File: config.mk
export PLATFORM = sky130hd
export DESIGN_NAME = i2c_bus_unjam
export DESIGN_NICKNAME = d
export VERILOG_FILES = /design/src/rtl/unjam_pkg.sv /design/src/rtl/unjam_sync.sv /design/src/rtl/unjam_timer.sv /design/src/rtl/unjam_fsm.sv /design/src/rtl/i2c_bus_unjam.sv
export SDC_FILE = /design/constraint.sdc
export NUM_CORES = 1
export LEC_CHECK = 0
export ABC_CLOCK_PERIOD_IN_PS = 2260
export BUFFER_PORTS_ARGS = -buffer_cell sky130_fd_sc_hd__buf_2
export CAP_MARGIN = 20
export CORE_AREA = 5 5 56 58
export CTS_CLUSTER_DIAMETER = 200
export DETAILED_ROUTE_END_ITERATION = 10
export DIE_AREA = 0 0 61 63
export PLACE_DENSITY = 0.75
export SETUP_SLACK_MARGIN = 0.1
export SYNTH_ARGS = -nofsm -noshare
export SYNTH_HDL_FRONTEND = slang
export SYNTH_SLANG_ARGS = --single-unit
File: constraint.sdc
create_clock -name clk -period 2.26 [get_ports clk]
set_clock_uncertainty 0.15 [all_clocks]
set_input_delay 0.113 -clock clk [delete_from_list [all_inputs] [get_ports clk]]
set_output_delay 0.113 -clock clk [all_outputs]
set_load 0.01 [all_outputs]
File: src/rtl/unjam_pkg.sv
package unjam_pkg;

    localparam int unsigned DEF_NUM_CLOCKS = 9;

    typedef enum logic [3:0] {
        ST_IDLE,
        ST_SETTLE,
        ST_XC_LO,
        ST_XC_HI,
        ST_PS_LO,
        ST_PS_HI,
        ST_CK_LO,
        ST_CK_HI,
        ST_DONE
    } step_e;

    typedef enum logic [1:0] {
        PS_FIRST,
        PS_RETRY,
        PS_FINAL
    } ps_kind_e;

    typedef struct packed {
        logic scl;
        logic sda;
    } drive_t;

    function automatic drive_t drive_of(step_e s);
        drive_t d;
        d.scl = (s == ST_XC_LO) || (s == ST_CK_LO);
        d.sda = (s == ST_PS_LO);
        return d;
    endfunction

    function automatic logic is_timed(step_e s);
        return (s != ST_IDLE) && (s != ST_DONE);
    endfunction

endpackage

File: src/rtl/unjam_sync.sv
module unjam_sync #(
    parameter int unsigned WIDTH  = 2,
    parameter int unsigned STAGES = 2
) (
    input  logic             clk,
    input  logic             rst,
    input  logic [WIDTH-1:0] d_i,
    output logic [WIDTH-1:0] q_o
);
    logic [WIDTH-1:0] chain_q [STAGES];

    always_ff @(posedge clk) begin
        if (rst) begin
            for (int i = 0; i < int'(STAGES); i++) chain_q[i] <= '1;
        end else begin
            chain_q[0] <= d_i;
            for (int i = 1; i < int'(STAGES); i++) chain_q[i] <= chain_q[i-1];
        end
    end

    assign q_o = chain_q[STAGES-1];
endmodule

File: src/rtl/unjam_timer.sv
module unjam_timer #(
    parameter int unsigned HALF_CYC = 250
) (
    input  logic clk,
    input  logic rst,
    input  logic run_i,
    output logic tick_o
);
    localparam int unsigned CW = (HALF_CYC > 1) ? $clog2(HALF_CYC) : 1;
    localparam logic [CW-1:0] LAST = CW'(HALF_CYC - 1);

    logic [CW-1:0] cnt_q;

    always_ff @(posedge clk) begin
        if (rst || !run_i)       cnt_q <= '0;
        else if (cnt_q == LAST)  cnt_q <= '0;
        else                     cnt_q <= cnt_q + 1'b1;
    end

    assign tick_o = run_i && (cnt_q == LAST);

    p_phase_start_r2: assert property (@(posedge clk) disable iff (rst)
        (!run_i) |=> (cnt_q == '0));
    p_phase_wrap_r2: assert property (@(posedge clk) disable iff (rst)
        tick_o |=> (cnt_q == '0));
endmodule

File: src/rtl/unjam_fsm.sv
module unjam_fsm
    import unjam_pkg::*;
#(
    parameter int unsigned NUM_CLOCKS = DEF_NUM_CLOCKS
) (
    input  logic clk,
    input  logic rst,
    input  logic start_i,
    input  logic tick_i,
    input  logic scl_s_i,
    input  logic sda_s_i,
    output logic timed_o,
    output logic scl_pull_o,
    output logic sda_pull_o,
    output logic busy_o,
    output logic done_o,
    output logic last_stop_o
);
    localparam int unsigned NW = $clog2(NUM_CLOCKS + 1);
    localparam logic [NW-1:0] NLAST = NW'(NUM_CLOCKS - 1);

    step_e     state_q, state_d;
    ps_kind_e  kind_q, kind_d;
    logic [NW-1:0] nclk_q, nclk_d;
    logic      stat_q, stat_d;
    drive_t    drv_q;
    logic      both_hi;

    assign both_hi = scl_s_i && sda_s_i;

    always_comb begin
        state_d = state_q;
        kind_d  = kind_q;
        nclk_d  = nclk_q;
        stat_d  = stat_q;
        unique case (state_q)
            ST_IDLE: if (start_i) begin
                state_d = ST_SETTLE;
                stat_d  = 1'b0;
                nclk_d  = '0;
            end
            ST_SETTLE: if (tick_i) begin
                kind_d  = PS_FIRST;
                state_d = both_hi ? ST_PS_LO : ST_XC_LO;
            end
            ST_XC_LO: if (tick_i) state_d = ST_XC_HI;
            ST_XC_HI: if (tick_i) begin
                kind_d  = PS_RETRY;
                state_d = both_hi ? ST_PS_LO : ST_CK_LO;
            end
            ST_PS_LO: if (tick_i) state_d = ST_PS_HI;
            ST_PS_HI: if (tick_i) begin
                if (kind_q == PS_FINAL) begin
                    stat_d  = 1'b1;
                    state_d = ST_DONE;
                end else begin
                    state_d = ST_CK_LO;
                end
            end
            ST_CK_LO: if (tick_i) state_d = ST_CK_HI;
            ST_CK_HI: if (tick_i) begin
                if (nclk_q == NLAST) begin
                    kind_d  = PS_FINAL;
                    state_d = both_hi ? ST_PS_LO : ST_DONE;
                end else begin
                    nclk_d  = nclk_q + 1'b1;
                    state_d = ST_CK_LO;
                end
            end
            ST_DONE: state_d = ST_IDLE;
            default: state_d = ST_IDLE;
        endcase
    end

    always_ff @(posedge clk) begin
        if (rst) begin
            state_q <= ST_IDLE;
            kind_q  <= PS_FIRST;
            nclk_q  <= '0;
            stat_q  <= 1'b0;
            drv_q   <= '0;
        end else begin
            state_q <= state_d;
            kind_q  <= kind_d;
            nclk_q  <= nclk_d;
            stat_q  <= stat_d;
            drv_q   <= drive_of(state_d);
        end
    end

    assign timed_o     = is_timed(state_q);
    assign scl_pull_o  = drv_q.scl;
    assign sda_pull_o  = drv_q.sda;
    assign busy_o      = (state_q != ST_IDLE);
    assign done_o      = (state_q == ST_DONE);
    assign last_stop_o = stat_q;

    p_reset_release_r1: assert property (@(posedge clk)
        rst |=> (!scl_pull_o && !sda_pull_o && !busy_o));
    p_no_dual_pull_r3: assert property (@(posedge clk) disable iff (rst)
        sda_pull_o |-> !scl_pull_o);
    p_clock_bound_r5: assert property (@(posedge clk) disable iff (rst)
        nclk_q < NW'(NUM_CLOCKS));
    p_status_clear_r6: assert property (@(posedge clk) disable iff (rst)
        (!busy_o && start_i) |=> (busy_o && !last_stop_o));
    p_done_released_r7: assert property (@(posedge clk) disable iff (rst)
        done_o |-> (!scl_pull_o && !sda_pull_o));
    p_done_single_r7: assert property (@(posedge clk) disable iff (rst)
        done_o |=> (!done_o && !busy_o));
    p_busy_hold_r8: assert property (@(posedge clk) disable iff (rst)
        (busy_o && !done_o) |=> busy_o);
endmodule

File: src/rtl/i2c_bus_unjam.sv
module i2c_bus_unjam #(
    parameter int unsigned HALF_CYC    = 250,
    parameter int unsigned SYNC_STAGES = 2,
    parameter int unsigned NUM_CLOCKS  = unjam_pkg::DEF_NUM_CLOCKS
) (
    input  logic clk,
    input  logic rst,
    input  logic start_i,
    input  logic scl_in_i,
    input  logic sda_in_i,
    output logic scl_pull_o,
    output logic sda_pull_o,
    output logic busy_o,
    output logic done_o,
    output logic last_stop_o
);
    logic [1:0] lines_s;
    logic       tick;
    logic       timed;

    unjam_sync #(.WIDTH(2), .STAGES(SYNC_STAGES)) u_sync (
        .clk (clk),
        .rst (rst),
        .d_i ({scl_in_i, sda_in_i}),
        .q_o (lines_s)
    );

    unjam_timer #(.HALF_CYC(HALF_CYC)) u_timer (
        .clk    (clk),
        .rst    (rst),
        .run_i  (timed),
        .tick_o (tick)
    );

    unjam_fsm #(.NUM_CLOCKS(NUM_CLOCKS)) u_fsm (
        .clk         (clk),
        .rst         (rst),
        .start_i     (start_i),
        .tick_i      (tick),
        .scl_s_i     (lines_s[1]),
        .sda_s_i     (lines_s[0]),
        .timed_o     (timed),
        .scl_pull_o  (scl_pull_o),
        .sda_pull_o  (sda_pull_o),
        .busy_o      (busy_o),
        .done_o      (done_o),
        .last_stop_o (last_stop_o)
    );
endmodule

==> flow_metrics.env, run 1 <==
export IMPL_synthesis_nets=148
export IMPL_hold_end="u_sync.chain_q[0][2]"
export IMPL_layout_common_cells="dfxtp_1 (23), nor2_1 (14), nand3_1 (10), buf_2 (9), inv_1 (7)"
export IMPL_fp_coreArea_sq_mm=0.002615
export IMPL_synth_cell_type_count=45
export IMPL_io_buffer_count=9
export IMPL_regToRegEndpoint="u_fsm.nclk_q[2]"
export IMPL_clock_power_share_pct=29.4
export IMPL_route_detailed_drc=0
export IMPL_syn_avg_cell_area_sq_um=8.947
export IMPL_ys_ff_latch=25
export IMPL_initial_core_util_pct=47.56
export IMPL_grt_usage_pct=14.61
export IMPL_cts_root_buf="clkbuf_4"
export IMPL_nets=162
export IMPL_ys_warn_count=0
export IMPL_antennaDiodeCount=0
export IMPL_fp_dieArea_sq_mm=0.003843
export IMPL_outcome="complete, no violations"
export IMPL_final_hold_viol_count=0
export IMPL_post_synth_instance_area_sq_mm=0.001244
export IMPL_fp_dieH_microns=63
export IMPL_min_from="u_sync.chain_q[0][0]"
export IMPL_finalMaxSlewViolations=0
export IMPL_totalWireLength_mm=2.472
export IMPL_drt_iter0_drc=40
export IMPL_clk_latency_ns=0.33
export IMPL_cap_violations=0
export IMPL_cts_tree="done"
export IMPL_setup_viol=0
export IMPL_p_switching_w=0.0001801
export IMPL_fmax_mhz=504.1
export IMPL_final_antenna_net_count=0
export IMPL_switching_share_pct=24.75
export IMPL_final_area_sq_mm=0.001408
export IMPL_crit_path_end_kind="flip-flop"
export IMPL_clk_pin_slew_ns=0.15
export IMPL_grt_max_degree=17
export IMPL_fin_crit_sh_pct=87.77
export IMPL_dpl_instance_area_sq_mm=0.001304
export IMPL_antenna_found_initial=0
export IMPL_seq_power_share_pct=62.9
export IMPL_grt_pass1_vias=1023
export IMPL_hold_depth=1
export IMPL_die_w_microns=61
export IMPL_yosysSeqAreaShare_pct=40.24
export IMPL_routedWlPerCell_microns=13.51
export IMPL_p_leak_nw=0.5432
export IMPL_via_per_inst=5.617
export IMPL_gp_congestion=0.8957
export IMPL_rr_worst_depth=5
export IMPL_period_needed_ns=1.984
export IMPL_dp_hpwl_mm=1.797
export IMPL_powerDensity_mw_per_mm2=516.9
export IMPL_grt_overflow=0
export IMPL_worst_pin_slew_ns=0.4412
export IMPL_final_layout_size_suffix_gt1_share_pct=19.74
export IMPL_row_count=19
export IMPL_grt_pass1_wl_mm=4.429
export IMPL_ctsLongestPathBuffers=2
export IMPL_postCtsSetupRepairBufs=0
export IMPL_synth_top_flop_cell="dfxtp_1"
export IMPL_htreeDepth=1
export IMPL_io_pins=10
export IMPL_clock_sinks=25
export IMPL_hold_class="reg2reg"
export IMPL_syn_inst=139
export IMPL_final_common_cell="dfxtp_1"
export IMPL_peakVddDrop_mv=0.5335
export IMPL_syn_to_final_growth_pct=13.18
export IMPL_critPathArrivalTime_ns=2.11
export IMPL_first_pass_iters=4
export IMPL_ys_async_sr_fraction_pct=0
export IMPL_required_ns=2.39
export IMPL_crit_fanout=11
export IMPL_rr_startpoint="u_fsm.state_q[1]"
export IMPL_synth_edf_count=0
export IMPL_num_vias=1028
export IMPL_r2r_slack_ns=0.28
export IMPL_startpoint_type="flip-flop"
export IMPL_comb_power_share_pct=7.7
export IMPL_cts_buffers=3
export IMPL_tns_ns=0
export IMPL_rsz0062_at_grt="no"
export IMPL_relSlewSlack_pct=70.34
export IMPL_crit_type="reg2reg"
export IMPL_intPower_w=0.0005475
## power groups by stage
stage          Sequential [W]  Combinational (W)  Clock, W
6_report             0.000457          0.0000561  0.000214
5_1_grt              0.000459          0.0000627  0.000245
4_1_cts              0.000457          0.0000551  0.000222
3_5_place_dp         0.000466          0.0000470         0
3_3_place_gp         0.000466          0.0000459         0
2_1_floorplan        0.000462          0.0000395         0
## critical path, stage by stage, from the launching register on
cell     delay (ns)
dfxtp_1        0.58
nor3_2         0.15
nor3_4         0.29
a32oi_2        0.20
or4b_1         0.50
nand2_1        0.07
## cells by family after synthesis
logic type / Yosys count / share of synthesized area [%]
flops: 25 / 40.24
xor+xnor: 7 / 4.930
buf+inv: 14 / 4.628
simple gates: 66 / 32.49
fa+ha+maj: 4 / 4.024
compound gates: 23 / 13.68
## cells in the mapped netlist (3+ instances only)
library cell  count  area [sq um]
xor2_1            5         43.79
inv_1             7         26.28
a21oi_1           6         30.03
nand2_1           6         22.52
or2_2             6         37.54
nand3b_1          3         22.52
clkbuf_1          5         18.77
nand3_1          10         50.05
nor2_1           14         52.55
dfxtp_1          25         500.5
ha_1              4         50.05
## sequential cells by signal (all words and copies together) (netlist names)
signal	cells
u_fsm.nclk_q	4
u_fsm.state_q	4
u_fsm.kind_q	2
u_fsm.last_stop_o	1
u_fsm.scl_pull_o	1
u_timer.cnt_q	8
u_sync.chain_q	4
u_fsm.sda_pull_o	1
## how the worst max path moves through the flow
stage	startpoint	end	slack, ns
2_1_floorplan	u_timer.cnt_q[0]	u_fsm.nclk_q[2]	0.41
3_3_place_gp	u_timer.cnt_q[0]	u_fsm.sda_pull_o	0.30
3_5_place_dp	u_timer.cnt_q[0]	u_fsm.sda_pull_o	0.18
4_1_cts	u_timer.cnt_q[0]	u_fsm.sda_pull_o	0.12
5_1_grt	u_timer.cnt_q[2]	u_fsm.nclk_q[2]	0.1
6_report	u_fsm.state_q[1]	u_fsm.nclk_q[2]	0.28
## routing by layer
layer	global-route usage, %	part of all wire (%)	routed length (microns)	vias up
met5	0	0	0	-
met4	2.981	0.57	14	0
met3	3.926	4.3	107	2
met2	23.80	51	1258	22
met1	19.02	44	1091	490
li1	-	-	-	514
## cell type report
type,count,area [sq um]
Timing Repair Buffer,16,112.6
Multi-Input combinational cell,100,695.7
Inverter,7,26.28
Clock inverter,1,8.758
Clock buffer,3,22.52
Tap cell,31,38.79
Sequential cell,25,503.0
Fill cell,246,1207
## stage by stage
| step | worst slack, ns | instances | total power (W) | util (%) | hold slack, ns |
|---|---|---|---|---|---|
| floorplan | 0.4067 | 139 | 0.0005011 | - | 0.06681 |
| global placement | 0.3038 | 173 | 0.0005115 | 49.86 | 0.1473 |
| detailed placement | 0.1840 | 173 | 0.0005132 | 49.86 | 0.1542 |
| CTS | 0.1209 | 183 | 0.0007335 | 53.35 | 0.2814 |
| global route | 0.09596 | 183 | 0.0007666 | 53.83 | 0.2959 |
| finish | 0.2764 | 183 | 0.0007275 | 53.83 | 0.2798 |
## timing repair
item                                   CTS  global route
resized for setup                        0             4
endpoints found under the hold margin    8             0
hold buffers                             6             0
setup endpoints to repair                0             6
No activity file was read; power rests on OpenSTA's default activity.
==> run 2: changes to the inputs <==
RECOVER_POWER = 50   (was unset)
==> run 2 against run 1 <==
Net effect:
- register-to-register slack about the same
- core utilization decreased by 0.19 points
- fmax barely moved
- hold slack barely moved
- critical path depth unchanged
- die area unchanged
- first-iteration DRC count is the same
- clock power hardly changed
- sequential cell count did not move
- critical path type unchanged
==> flow_metrics.env, run 2 (synthesis results as in run 1) <==
export IMPL_num_vias=1032
export IMPL_relSlewSlack_pct=68.48
export IMPL_peakVddDrop_mv=0.5369
export IMPL_timing_final_ws_setup_ns=0.2760
export IMPL_outcome="complete, no violations"
export IMPL_clock_sinks=25
export IMPL_syn_to_final_growth_pct=12.78
export IMPL_gp_congestion=0.8957
export IMPL_p_leak_nw=0.5272
export IMPL_seq_power_share_pct=62.8
export IMPL_via_per_inst=5.639
export IMPL_rsz0062_at_grt="no"
export IMPL_grt_overflow=0
export IMPL_clock_power_share_pct=29.5
export IMPL_hold_class="reg2reg"
export IMPL_cts_tree="done"
export IMPL_cts_buffers=3
export IMPL_cts_root_buf="clkbuf_4"
export IMPL_p_switching_w=0.0001806
export IMPL_routedWlPerCell_microns=13.49
export IMPL_die_w_microns=61
export IMPL_antenna_found_initial=0
export IMPL_clk_latency_ns=0.33
export IMPL_finalMaxSlewViolations=0
export IMPL_grt_usage_pct=14.61
export IMPL_worst_pin_slew_ns=0.4727
export IMPL_startpoint_type="flip-flop"
export IMPL_ctsLongestPathBuffers=2
export IMPL_crit_type="reg2reg"
export IMPL_route_detailed_drc=0
export IMPL_final_common_cell="dfxtp_1"
export IMPL_crit_fanout=11
export IMPL_critPathMaxStageDelay_ns=0.58
export IMPL_clk_pin_slew_ns=0.15
export IMPL_critPathArrivalTime_ns=2.11
export IMPL_row_count=19
export IMPL_fp_dieH_microns=63
export IMPL_layout_common_cells="dfxtp_1 (23), nor2_1 (14), nand3_1 (10), inv_1 (7)"
export IMPL_io_buffer_count=9
export IMPL_r2r_slack_ns=0.28
export IMPL_pre_cts_ws_ns=0.1840
export IMPL_tns_ns=0
export IMPL_postCtsSetupRepairBufs=0
export IMPL_final_layout_size_suffix_gt1_share_pct=17.11
export IMPL_path_cells="nor3_2, nor3_4, a32oi_2, or4b_1, nand2_1"
export IMPL_intPower_w=0.0005472
export IMPL_dp_hpwl_mm=1.797
export IMPL_setup_viol=0
export IMPL_grt_pass1_wl_mm=4.429
export IMPL_antennaDiodeCount=0
export IMPL_grt_pass1_vias=1023
export IMPL_first_pass_iters=4
export IMPL_comb_power_share_pct=7.7
export IMPL_period_needed_ns=1.984
export IMPL_regToRegEndpoint="u_fsm.nclk_q[2]"
export IMPL_grt_max_degree=17
export IMPL_final_hold_viol_count=0
export IMPL_initial_core_util_pct=47.56
export IMPL_powerDensity_mw_per_mm2=518.9
export IMPL_rr_worst_depth=5
export IMPL_totalWireLength_mm=2.469
export IMPL_htreeDepth=1
export IMPL_fmax_mhz=504.0
export IMPL_crit_start="u_fsm.state_q[1]"
export IMPL_regMostFlops="u_timer.cnt_q"
export IMPL_cp_slowest_cell="dfxtp_1"
export IMPL_fin_crit_sh_pct=87.79
export IMPL_cap_violations=0
export IMPL_rr_startpoint="u_fsm.state_q[1]"
export IMPL_crit_end="u_fsm.nclk_q[2]"
export IMPL_required_ns=2.39
export IMPL_nets=162
export IMPL_drt_iter0_drc=40
export IMPL_final_antenna_net_count=0
export IMPL_switching_share_pct=24.81
export IMPL_final_util_pct=53.64
export IMPL_fp_dieArea_sq_mm=0.003843
export IMPL_largest_register_ffs=8
export IMPL_fp_coreArea_sq_mm=0.002615
export IMPL_crit_path_end_kind="flip-flop"
export IMPL_io_pins=10
-- run 2: worst min-delay path by stage --
| stage | startpoint | to | slack [ns] | depth (start not counted) |
|---|---|---|---|---|
| 2_1_floorplan | sda_in_i | u_sync.chain_q[0][0] | 0.07 | 1 |
| 3_3_place_gp | sda_in_i | u_sync.chain_q[0][0] | 0.15 | 2 |
| 3_5_place_dp | sda_in_i | u_sync.chain_q[0][0] | 0.15 | 2 |
| 4_1_cts | u_sync.chain_q[0][0] | u_sync.chain_q[0][2] | 0.28 | 1 |
| 5_1_grt | u_sync.chain_q[0][0] | u_sync.chain_q[0][2] | 0.30 | 1 |
| 6_report | u_sync.chain_q[0][0] | u_sync.chain_q[0][2] | 0.28 | 1 |
-- run 2: per-stage QoR --
step           cells  total power (W)  hold WS, ns  instance area, sq um
6_report         183        0.0007278       0.2800                  1403
5_1_grt          183        0.0007663       0.2959                  1403
4_1_cts          183        0.0007335       0.2814                  1395
3_5_place_dp     173        0.0005132       0.1542                  1304
3_3_place_gp     173        0.0005115       0.1473                  1304
2_1_floorplan    139        0.0005011      0.06681                  1244
-- run 2: power by group through the flow --
stage	Combinational [W]	Clock (W)	Sequential [W]
floorplan	0.0000395	0	0.000462
global placement	0.0000459	0	0.000466
detailed placement	0.0000470	0	0.000466
CTS	0.0000551	0.000222	0.000457
global route	0.0000624	0.000245	0.000459
finish	0.0000559	0.000215	0.000457
-- run 2: what timing repair did --
item,in CTS,in global routing
hold buffers,6,0
gates resized for setup,0,4
setup endpoints to repair,0,6
endpoints found under the hold margin,8,0
-- run 2: area by class of cell --
cell class | instances | area (sq um)
Multi-Input combinational cell | 100 | 695.7
Inverter | 7 | 26.28
Clock inverter | 1 | 8.758
Fill cell | 248 | 1212
Clock buffer | 3 | 22.52
Tap cell | 31 | 38.79
Sequential cell | 25 | 503.0
Timing Repair Buffer | 16 | 107.6
-- run 2: layer usage --
| metal | vias up | wire [microns] | global-route usage, % |
|---|---|---|---|
| met2 | 27 | 1229 | 23.80 |
| li1 | 514 | - | - |
| met3 | 4 | 110 | 3.926 |
| met5 | - | 0 | 0 |
| met1 | 487 | 1101 | 19.02 |
| met4 | 0 | 27 | 2.981 |
-- run 2: critical path, delay by kind of cell (launching register included) --
kind | cells | cell delay, ns
flip-flops | 1 | 0.58
AO/OA/AOI/OAI | 1 | 0.20
AND/OR/NAND/NOR | 4 | 1.00
